### config.mk
export PLATFORM = sky130hd
export DESIGN_NAME = pmc_top
export DESIGN_NICKNAME = d
export VERILOG_FILES = /design/src/rtl/pmc_pkg.sv /design/src/rtl/pmc_datapath.sv /design/src/rtl/pmc_ctrl.sv /design/src/rtl/pmc_top.sv
export SDC_FILE = /design/constraint.sdc
export NUM_CORES = 1
export LEC_CHECK = 0
export CAP_MARGIN = 20
export CORE_MARGIN = 2
export CORE_UTILIZATION = 46
export CTS_CLUSTER_DIAMETER = 150
export DETAILED_ROUTE_END_ITERATION = 7
export PLACE_DENSITY = 0.84
export SYNTH_ARGS = -nofsm -noshare
export SYNTH_HDL_FRONTEND = slang
export SYNTH_HIERARCHICAL = 1
export SYNTH_SLANG_ARGS = --single-unit
### constraint.sdc
create_clock -name clk -period 5.1 [get_ports clk]
set_input_delay 0.51 -clock clk [delete_from_list [all_inputs] [get_ports clk]]
set_output_delay 0.51 -clock clk [all_outputs]
set_load 0.03 [all_outputs]
### src/rtl/pmc_pkg.sv
package pmc_pkg;

  typedef enum logic [3:0] {
    ST_RUN      = 4'd0,
    ST_ENT_NOTE = 4'd1,
    ST_ENT_MASK = 4'd2,
    ST_ENT_GAP  = 4'd3,
    ST_ENT_SLOW = 4'd4,
    ST_ENT_OSC  = 4'd5,
    ST_SLEEP    = 4'd6,
    ST_REC_OSC  = 4'd7,
    ST_REC_STAB = 4'd8,
    ST_REC_GAP  = 4'd9,
    ST_REC_FAST = 4'd10,
    ST_REC_NOTE = 4'd11
  } pmcState_e;

  localparam logic [1:0] DIV_FAST_X2   = 2'd0;
  localparam logic [1:0] DIV_FAST_HALF = 2'd1;
  localparam logic [1:0] DIV_SLOW      = 2'd2;
  localparam logic [1:0] DIV_GATED     = 2'd3;

  localparam logic [2:0] MODE_NORMAL = 3'd0;
  localparam logic [2:0] MODE_PSAVE  = 3'd1;
  localparam logic [2:0] MODE_ENTER  = 3'd2;
  localparam logic [2:0] MODE_SLEEP  = 3'd3;
  localparam logic [2:0] MODE_RECOV  = 3'd4;

  typedef struct packed {
    logic loadWait;
    logic runWait;
    logic loadStab;
    logic runStab;
  } pmcStrobe_t;

endpackage

### src/rtl/pmc_datapath.sv
module pmc_datapath
  import pmc_pkg::*;
#(
  parameter int WAIT_W     = 4,
  parameter int STAB_TICKS = 4
) (
  input  logic              clk,
  input  logic              rstN,
  input  logic              slowTick,
  input  logic [WAIT_W-1:0] sleepWait,
  input  logic              wakePinN,
  input  pmcStrobe_t        strobe,
  output logic              waitDone,
  output logic              stabDone,
  output logic              wakeSeen
);

  localparam int STB_W = $clog2(STAB_TICKS + 1);
  localparam logic [WAIT_W-1:0] WAIT_ONE = 1;
  localparam logic [STB_W-1:0]  STB_ONE  = 1;
  localparam logic [STB_W-1:0]  STB_LOAD = STB_W'(STAB_TICKS - 1);

  logic [WAIT_W-1:0] waitCnt;
  logic [STB_W-1:0]  stabCnt;
  logic              syncQ1, syncQ2, prevLow;

  // sleep wait: counts slow ticks down to zero, expiry on the tick seen at zero
  always_ff @(posedge clk or negedge rstN) begin
    if (!rstN) begin
      waitCnt <= '0;
    end else if (strobe.loadWait) begin
      waitCnt <= sleepWait;
    end else if (strobe.runWait && slowTick && waitCnt != '0) begin
      waitCnt <= waitCnt - WAIT_ONE;
    end
  end

  assign waitDone = strobe.runWait && slowTick && (waitCnt == '0);

  // oscillator settle window
  always_ff @(posedge clk or negedge rstN) begin
    if (!rstN) begin
      stabCnt <= STB_LOAD;
    end else if (strobe.loadStab) begin
      stabCnt <= STB_LOAD;
    end else if (strobe.runStab && slowTick && stabCnt != '0) begin
      stabCnt <= stabCnt - STB_ONE;
    end
  end

  assign stabDone = strobe.runStab && slowTick && (stabCnt == '0);

  // wake pin synchroniser plus second-sample qualifier, slow-tick sampled
  always_ff @(posedge clk or negedge rstN) begin
    if (!rstN) begin
      syncQ1  <= 1'b1;
      syncQ2  <= 1'b1;
      prevLow <= 1'b0;
    end else if (slowTick) begin
      syncQ1  <= wakePinN;
      syncQ2  <= syncQ1;
      prevLow <= !syncQ2;
    end
  end

  assign wakeSeen = slowTick && !syncQ2 && prevLow;

  assert_wait_hold_R3: assert property (@(posedge clk) disable iff (!rstN)
    (strobe.runWait && !slowTick) |=> $stable(waitCnt));

  assert_wait_reload_R4: assert property (@(posedge clk) disable iff (!rstN)
    strobe.loadWait |=> (waitCnt == $past(sleepWait)));

  assert_stab_hold_R9: assert property (@(posedge clk) disable iff (!rstN)
    (strobe.runStab && !slowTick) |=> $stable(stabCnt));

endmodule

### src/rtl/pmc_ctrl.sv
module pmc_ctrl
  import pmc_pkg::*;
(
  input  logic       clk,
  input  logic       rstN,
  input  logic       pwrSaveEn,
  input  logic       sleepEn,
  input  logic       oscCtlSel,
  input  logic       waitDone,
  input  logic       stabDone,
  input  logic       wakeSeen,
  output pmcStrobe_t strobe,
  output logic       irqMask,
  output logic       fastClkEn,
  output logic       slowClkEn,
  output logic [1:0] busDiv,
  output logic       oscCtlN,
  output logic       sleepNotice,
  output logic       wakeNotice,
  output logic       halted,
  output logic [2:0] modeStatus
);

  pmcState_e state, nextState;

  always_ff @(posedge clk or negedge rstN) begin
    if (!rstN) state <= ST_RUN;
    else       state <= nextState;
  end

  always_comb begin
    nextState = state;
    unique case (state)
      ST_RUN:      if (waitDone) nextState = ST_ENT_NOTE;
      ST_ENT_NOTE: nextState = ST_ENT_MASK;
      ST_ENT_MASK: nextState = ST_ENT_GAP;
      ST_ENT_GAP:  nextState = ST_ENT_SLOW;
      ST_ENT_SLOW: nextState = ST_ENT_OSC;
      ST_ENT_OSC:  nextState = ST_SLEEP;
      ST_SLEEP:    if (wakeSeen) nextState = ST_REC_OSC;
      ST_REC_OSC:  nextState = ST_REC_STAB;
      ST_REC_STAB: if (stabDone) nextState = ST_REC_GAP;
      ST_REC_GAP:  nextState = ST_REC_FAST;
      ST_REC_FAST: nextState = ST_REC_NOTE;
      ST_REC_NOTE: nextState = ST_RUN;
      default:     nextState = ST_RUN;
    endcase
  end

  logic inRun;
  assign inRun = (state == ST_RUN);

  always_comb begin
    strobe.runWait  = inRun && sleepEn;
    strobe.loadWait = !(inRun && sleepEn);
    strobe.runStab  = (state == ST_REC_STAB);
    strobe.loadStab = (state != ST_REC_STAB);
  end

  always_comb begin
    fastClkEn = 1'b0;
    slowClkEn = 1'b0;
    unique case (state)
      ST_RUN, ST_ENT_NOTE, ST_ENT_MASK, ST_REC_FAST, ST_REC_NOTE: fastClkEn = 1'b1;
      ST_ENT_SLOW, ST_ENT_OSC, ST_SLEEP, ST_REC_OSC, ST_REC_STAB: slowClkEn = 1'b1;
      default: ;
    endcase
  end

  always_comb begin
    if (fastClkEn)      busDiv = pwrSaveEn ? DIV_FAST_HALF : DIV_FAST_X2;
    else if (slowClkEn) busDiv = DIV_SLOW;
    else                busDiv = DIV_GATED;
  end

  always_comb begin
    unique case (state)
      ST_RUN:                                      modeStatus = pwrSaveEn ? MODE_PSAVE : MODE_NORMAL;
      ST_ENT_NOTE, ST_ENT_MASK, ST_ENT_GAP,
      ST_ENT_SLOW, ST_ENT_OSC:                     modeStatus = MODE_ENTER;
      ST_SLEEP:                                    modeStatus = MODE_SLEEP;
      default:                                     modeStatus = MODE_RECOV;
    endcase
  end

  assign irqMask     = !(inRun || state == ST_ENT_NOTE || state == ST_REC_NOTE);
  assign oscCtlN     = !(oscCtlSel && (state == ST_ENT_OSC || state == ST_SLEEP));
  assign sleepNotice = (state == ST_ENT_NOTE);
  assign wakeNotice  = (state == ST_REC_NOTE);
  assign halted      = (state == ST_SLEEP);

  assert_sleep_notice_pulse_R5: assert property (@(posedge clk) disable iff (!rstN)
    sleepNotice |=> !sleepNotice);

  assert_slow_after_gap_R5: assert property (@(posedge clk) disable iff (!rstN)
    $rose(slowClkEn) |-> !$past(fastClkEn));

  assert_fast_after_gap_R9: assert property (@(posedge clk) disable iff (!rstN)
    $rose(fastClkEn) |-> !$past(slowClkEn));

  assert_wake_by_pin_R8: assert property (@(posedge clk) disable iff (!rstN)
    $fell(halted) |-> $past(wakeSeen));

  assert_wake_notice_fast_R9: assert property (@(posedge clk) disable iff (!rstN)
    wakeNotice |-> $past(fastClkEn));

  assert_mask_in_sleep_R7: assert property (@(posedge clk) disable iff (!rstN)
    $rose(halted) |-> $past(irqMask, 4));

endmodule

### src/rtl/pmc_top.sv
module pmc_top
  import pmc_pkg::*;
#(
  parameter int WAIT_W     = 4,
  parameter int STAB_TICKS = 4,
  parameter int IRQ_W      = 8
) (
  input  logic              clk,
  input  logic              rstN,
  input  logic              slowTick,
  input  logic              pwrSaveEn,
  input  logic              sleepEn,
  input  logic [WAIT_W-1:0] sleepWait,
  input  logic              wakePinN,
  input  logic              oscCtlSel,
  input  logic [IRQ_W-1:0]  irqIn,
  output logic [IRQ_W-1:0]  irqOut,
  output logic              fastClkEn,
  output logic              slowClkEn,
  output logic [1:0]        busDiv,
  output logic              oscCtlN,
  output logic              oscCtlOe,
  output logic              fastEthOk,
  output logic              sleepNotice,
  output logic              wakeNotice,
  output logic              halted,
  output logic [2:0]        modeStatus
);

  pmcStrobe_t strobe;
  logic waitDone, stabDone, wakeSeen, irqMask;

  pmc_datapath #(.WAIT_W(WAIT_W), .STAB_TICKS(STAB_TICKS)) u_datapath (
    .clk(clk), .rstN(rstN), .slowTick(slowTick), .sleepWait(sleepWait),
    .wakePinN(wakePinN), .strobe(strobe), .waitDone(waitDone),
    .stabDone(stabDone), .wakeSeen(wakeSeen)
  );

  pmc_ctrl u_ctrl (
    .clk(clk), .rstN(rstN), .pwrSaveEn(pwrSaveEn), .sleepEn(sleepEn),
    .oscCtlSel(oscCtlSel), .waitDone(waitDone), .stabDone(stabDone),
    .wakeSeen(wakeSeen), .strobe(strobe), .irqMask(irqMask),
    .fastClkEn(fastClkEn), .slowClkEn(slowClkEn), .busDiv(busDiv),
    .oscCtlN(oscCtlN), .sleepNotice(sleepNotice), .wakeNotice(wakeNotice),
    .halted(halted), .modeStatus(modeStatus)
  );

  assign irqOut    = irqMask ? '0 : irqIn;
  assign oscCtlOe  = oscCtlSel;
  assign fastEthOk = (busDiv == DIV_FAST_X2);

  assert_eth_only_full_rate_R2: assert property (@(posedge clk) disable iff (!rstN)
    fastEthOk |-> (fastClkEn && !pwrSaveEn));

  assert_osc_role_R6: assert property (@(posedge clk) disable iff (!rstN)
    !oscCtlN |-> (oscCtlOe && slowClkEn));

endmodule

; Word level (Yosys, flattened, before mapping)
; Cells that the tools add are included.
[op_classes]
n_reduce_logical = 26
eq_ne = 16
add_sub_neg = 2
n_mux = 16
[op_table]
columns = operator, count
row1 = 4-bit one-hot mux with 11 select lines, 1
row2 = 4-bit 2-to-1 mux, 5
row3 = 4-bit by 3-bit equality test with 1-bit output (second input constant), 4
row4 = 4-bit equality test (second input constant), 4
row5 = 5-bit OR reduction, 3
row6 = 1-bit logical AND, 10
row7 = 3-bit one-hot mux with 3 select lines, 1
row8 = 4-bit by 2-bit equality test with 1-bit output (second input constant), 2
row9 = 4-bit logical NOT, 2
row10 = 8-bit 2-to-1 mux, 1
row11 = 3-bit 2-to-1 mux, 2
row12 = 1-bit 2-to-1 mux, 5
row13 = 4-bit by 1-bit equality test with 1-bit output (second input constant), 1
row14 = 2-bit by 1-bit != test with 1-bit output (second input constant), 2
row15 = 2-bit != test (second input constant), 2
row16 = 4-bit != test (second input constant), 1
row17 = 4-bit nonzero test, 1
row18 = 4-bit by 1-bit subtractor with 4-bit output (second input constant), 1
row19 = 3-bit logical NOT, 1
row20 = 1-bit logical OR, 3
row21 = 3-bit AND reduction, 1
row22 = 3-bit nonzero test, 1
row23 = 3-bit by 1-bit subtractor with 3-bit output (second input constant), 1
row24 = 1-bit logical NOT, 2
row25 = 3 further kinds, 3
[totals]
word_cells = 66
input_bits = 19
out_inout_bits = 21
register_bits = 14

; Logic depth before layout (Yosys ltp)
[logic_depth]
ltp_word = 6
mapped_depth = 9

; Cells and area by module
; The synthesis kept the hierarchy.
[by_module_without_submodules]
columns = module, n_inst, seq_area_each_um2, area_each_um2, cells_each
row1 = pmc_datapath, 1, 255.2, 563.0, 54
row2 = pmc_ctrl, 1, 100.1, 412.9, 54
row3 = pmc_top, 1, 0.0, 61.3, 10

; Worst setup path after synthesis
; No wires, ideal clock.
[synth_timing]
path_type = flip-flop to output port
start = register u_ctrl.state[3]
end = output fastEthOk
required_time_ps = 4590
path_buffers = 0
slack_ps = 3031
stages_incl_launch_ff = 5
arrival_time_ps = 1559
cell_sequence = dfrtp_1 and3b_1 a211oi_1 o21ai_1 nor2_1
[synth_via]
elab_chain_len = 6
word_cells_on_any_way = 17
classes_between = eq/ne (9) / mux (4) / reduce/logical (4)
[synth_rtl]
columns = item, line
row1 = "start, declared", pmc_ctrl.sv:24  ; pmcState_e state, nextState;
row2 = "start signal, assigned", pmc_ctrl.sv:28  ; else state <= nextState;
row3 = 4-bit by 3-bit equality test with 1-bit output / 4-bit equality test (equally long branches), pmc_ctrl.sv:63  ; unique case (state)
row4 = 5-bit OR reduction, pmc_ctrl.sv:63
row5 = 1-bit 2-to-1 mux, pmc_ctrl.sv:63
row6 = 1-bit 2-to-1 mux, pmc_ctrl.sv:72  ; else if (slowClkEn) busDiv = DIV_SLOW;
row7 = 2-bit 2-to-1 mux *, pmc_ctrl.sv:71  ; if (fastClkEn) busDiv = pwrSaveEn ? DIV_FAST_HALF : DIV_FAST_X2;
row8 = via busDiv[0], pmc_top.sv:20  ; output logic [1:0] busDiv,
row9 = 2-bit logical NOT *, pmc_top.sv:50  ; assign fastEthOk = (busDiv == DIV_FAST_X2);
row10 = "end, declared", pmc_top.sv:23  ; output logic fastEthOk,
; The timed path passes the listed nets; every way through them passes the cells marked *.

; Worst setup path in the final report
[layout_timing]
start = register u_ctrl.state[1]
end = output irqOut[0]
[layout_via]
elab_chain_len = 4
word_cells_on_any_way = 6
classes_between = eq/ne (2) / mux (1) / reduce/logical (3)
[layout_rtl]
columns = item, line
row1 = 4-bit by 1-bit equality test with 1-bit output / 4-bit logical NOT (equally long branches), "pmc_ctrl.sv:86, pmc_ctrl.sv:51"
row2 = 1-bit logical OR, pmc_ctrl.sv:86  ; assign irqMask = !(inRun || state == ST_ENT_NOTE || state == ST_REC_NOTE);
row3 = 1-bit logical OR *, pmc_ctrl.sv:86
row4 = 8-bit 2-to-1 mux *, pmc_top.sv:48  ; assign irqOut = irqMask ? '0 : irqIn;
row5 = "end, declared", pmc_top.sv:17  ; output logic [IRQ_W-1:0] irqOut,
; Mark *: on every way between the ends. The rest lies on a longest branch, timed or not.

==> impl_metrics.csv <==
group,metric,value,unit
global_routing,grt_pass1_vias,870,
placed_design,gp_congestion,0.765,
floorplanning,die_h,51.5,µm
sta,finalCritPeriodShare,55.6,%
global_routing,grt_max_degree,18,
critical_path,arrival,2.33,ns
route,drc,0,
finish,nNetsFinal,177,
finish,drive_above_1_share,11.7,%
worst_hold_path,hold_path.class,"reg2reg",
critical_path,startpoint_type,"register",
yosys,syn_inst,118,
sta,finClkSkew,0.00131,ns
critical_path,crit_fanout,17,
yosys,synth_warnings,6,
clocking,path_clk_slew,0.08,ns
power_and_ir_drop,p_sw,0.410,mW
clocking,h-tree-depth,1,
route,first_iter_violations,9,
finish,area_growth_syn_to_layout,39.4,%
yosys,yosysMostFrequentCell,"nor2b_1",
sta,rsz0062_at_grt,"false",
clocking,cts_setup_buffers,0,
clocking,clock_sink_count,14,
yosys,netlist.area_leader.share,24.1,%
clocking,tritoncts,"done",
clocking,cts-root-buf,"clkbuf_4",
floorplanning,core.rowCount,17,
clocking,cts_made_buffers,3,
yosys,yosysTopAreaCell,"dfrtp_1",
sta,fmaxAchievable,352,MHz
yosys,synth_commonest_cells,"12 x nor2b_1, 10 x dfrtp_1, 9 x inv_1, 8 x nor2_1",
yosys,synth-seq-cells,14,
power_and_ir_drop,p_sw_share,48.9,%
route,antenna_left,0,
power_and_ir_drop,p_leak,0.645,nW
critical_path,r2r_slack,3.15,ns
power_and_ir_drop,vdd_ir_drop_max,0.326,mV
clocking,clk_latency,0.28,ns
placed_design,dpl.hpwl,1750,µm
critical_path,crit_required,4.59,ns
floorplanning,die_w,51.5,µm
floorplanning,core-area,2170,µm²
worst_hold_path,holdPathStages,2,
route,wl_per_cell,12.2,µm
clocking,ctsHoldBuffers,0,
global_routing,track_usage,18.7,%
critical_path,critPathCaptureType,"output pin",
yosys,avgSynthCellArea,8.79,µm²
worst_hold_path,hold-path-endpoint,"u_datapath/prevLow",
worst_hold_path,holdCritStartpoint,"u_datapath/prevLow",
global_routing,grt_pass1_wl,3820,µm
critical_path,crit_type,"reg2out",
yosys,seq_area_frac_synth,34.3,%
route,dr.pass1.iters,4,
critical_path,r2r-end,"u_ctrl/state[0]",
sta,slew_headroom,59.5,%
global_routing,antenna_found_initial,0,
yosys,synthArstFlopShare,100,%
route,avgViaCountPerCell,5.18,
power_and_ir_drop,p_total,0.837,mW
sta,setup_viol,0,
power_and_ir_drop,p_comb_share,65.1,%
global_routing,grt_overflow,0,
placed_design,port_buffers,39,
sta,whs,0.536,ns
power_and_ir_drop,internal_power,0.428,mW
flow_run,max_cap_viol_count,0,
power_and_ir_drop,clock_power_share,9.4,%
yosys,synth_edf_count,0,
yosys,synth_nets,140,
finish,antenna_cells,0,
clocking,cts.path.max_buffers,2,
route,vias,942,
status,outcome,"completed",
sta,maxSlewViolCount,0,
yosys,syn_area,1040,µm²
clocking,post_cts_resize_count,0,
floorplanning,start_util,47.8,%
floorplanning,io_pins,40,
critical_path,rr_worst_depth,8,
power_and_ir_drop,seq_power_share,25.5,%
floorplanning,dieArea,2650,µm²
sta,setup_tns,0,ns
sta,min_period,2.84,ns
critical_path,rr_startpoint,"u_ctrl/state[1]",
sta,tightest_slew,0.605,ns
route,wl,2210,µm
yosys,synthTopCellsByArea,"dfrtp_1 24%, dfstp_2 10%, nor2b_1 7.2%, ha_1 3.6%, inv_1 3.3%",
yosys,synthDistinctLibCells,41,
power_and_ir_drop,p_per_area,579,nW/µm²
sta,hold_viol,0,
yosys,synth-main-ff-cell,"dfrtp_1",
## metal layers
metal	track usage [%]	share of wire, %	vias up
met4	4.82	1.0	0
met2	33.1	53	18
met1	23.1	43	441
met5	0	0	-
met3	3.51	2.9	4
li1	-	-	479
## kinds of logic after synthesis
| kind of cell | Yosys count | share of synthesized area [%] |
|---|---|---|
| buffers and inverters | 16 | 8.32 |
| flip-flops | 14 | 34.3 |
| AND/OR/NAND/NOR | 56 | 32.3 |
| AO/OA/AOI/OAI | 21 | 13.9 |
| XOR/XNOR | 3 | 2.53 |
| adder cells (fa/ha/maj) | 3 | 3.62 |
| multiplexers | 5 | 5.07 |
## critical path, stage by stage, from the launching register on
cell             delay [ns]
dfrtp_1                0.56
or2_2                  0.40
a21o_1                 0.25
nor2b_1                0.15
clkdlybuf4s50_1        0.69
## cell usage in the layout, fill, tap and decap left out, types with 3 or more instances in the layout
cell,instances
clkdlybuf4s50_1,39
nor2b_1,12
dfrtp_1,10
inv_1,9
nor2_1,8
nor3_1,6
nand2_1,6
nand2b_1,4
o21ai_0,4
dfstp_2,4
clkbuf_4,3
nor3b_1,3
or2_2,3
a21oi_1,3
nand3_1,3
mux2i_1,3
ha_1,3
## stage by stage
stage	utilization (%)	area, µm²	cells	setup slack (ns)
final	66.7	1450	182	2.26
after detailed placement	65.0	1410	178	2.43
after floorplan	-	1040	118	3.03
after CTS	66.7	1450	182	2.24
after global placement	65.0	1410	178	2.47
after global routing	66.7	1450	182	2.14
## registers in the layout, indices dropped and copies added (netlist names)
name                cells
u_ctrl/state            4
u_datapath/stabCnt      3
u_datapath/waitCnt      4
u_datapath/syncQ2       1
u_datapath/prevLow      1
u_datapath/syncQ1       1
## cell type report
type                       count  area, µm²
fill                         198        723
multi-input combinational     88        596
timing repair buffer          39        390
sequential                    14        355
clock buffer                   4       36.3
tap                           28       35.0
inverter                       9       33.8
## worst max-delay path by stage
stage	startpoint	end	slack (ns)	cells past startpoint
3_3_place_gp	pwrSaveEn	fastEthOk	2.47	6
4_1_cts	u_ctrl/state[1]	irqOut[0]	2.24	4
6_report	u_ctrl/state[1]	irqOut[0]	2.26	4
5_1_grt	u_ctrl/state[3]	irqOut[0]	2.14	4
2_1_floorplan	u_ctrl/state[3]	fastEthOk	3.03	4
3_5_place_dp	pwrSaveEn	fastEthOk	2.43	6
## power by group through the flow
| stage | clock, mW | sequential (mW) | combinational (mW) |
|---|---|---|---|
| final | 0.0791 | 0.213 | 0.545 |
| after global routing | 0.0859 | 0.224 | 0.590 |
| after floorplan | 0 | 0.165 | 0.409 |
| after detailed placement | 0 | 0.215 | 0.548 |
| after global placement | 0 | 0.211 | 0.534 |
| after CTS | 0.0823 | 0.212 | 0.550 |
(Power assumes the default switching activity.)
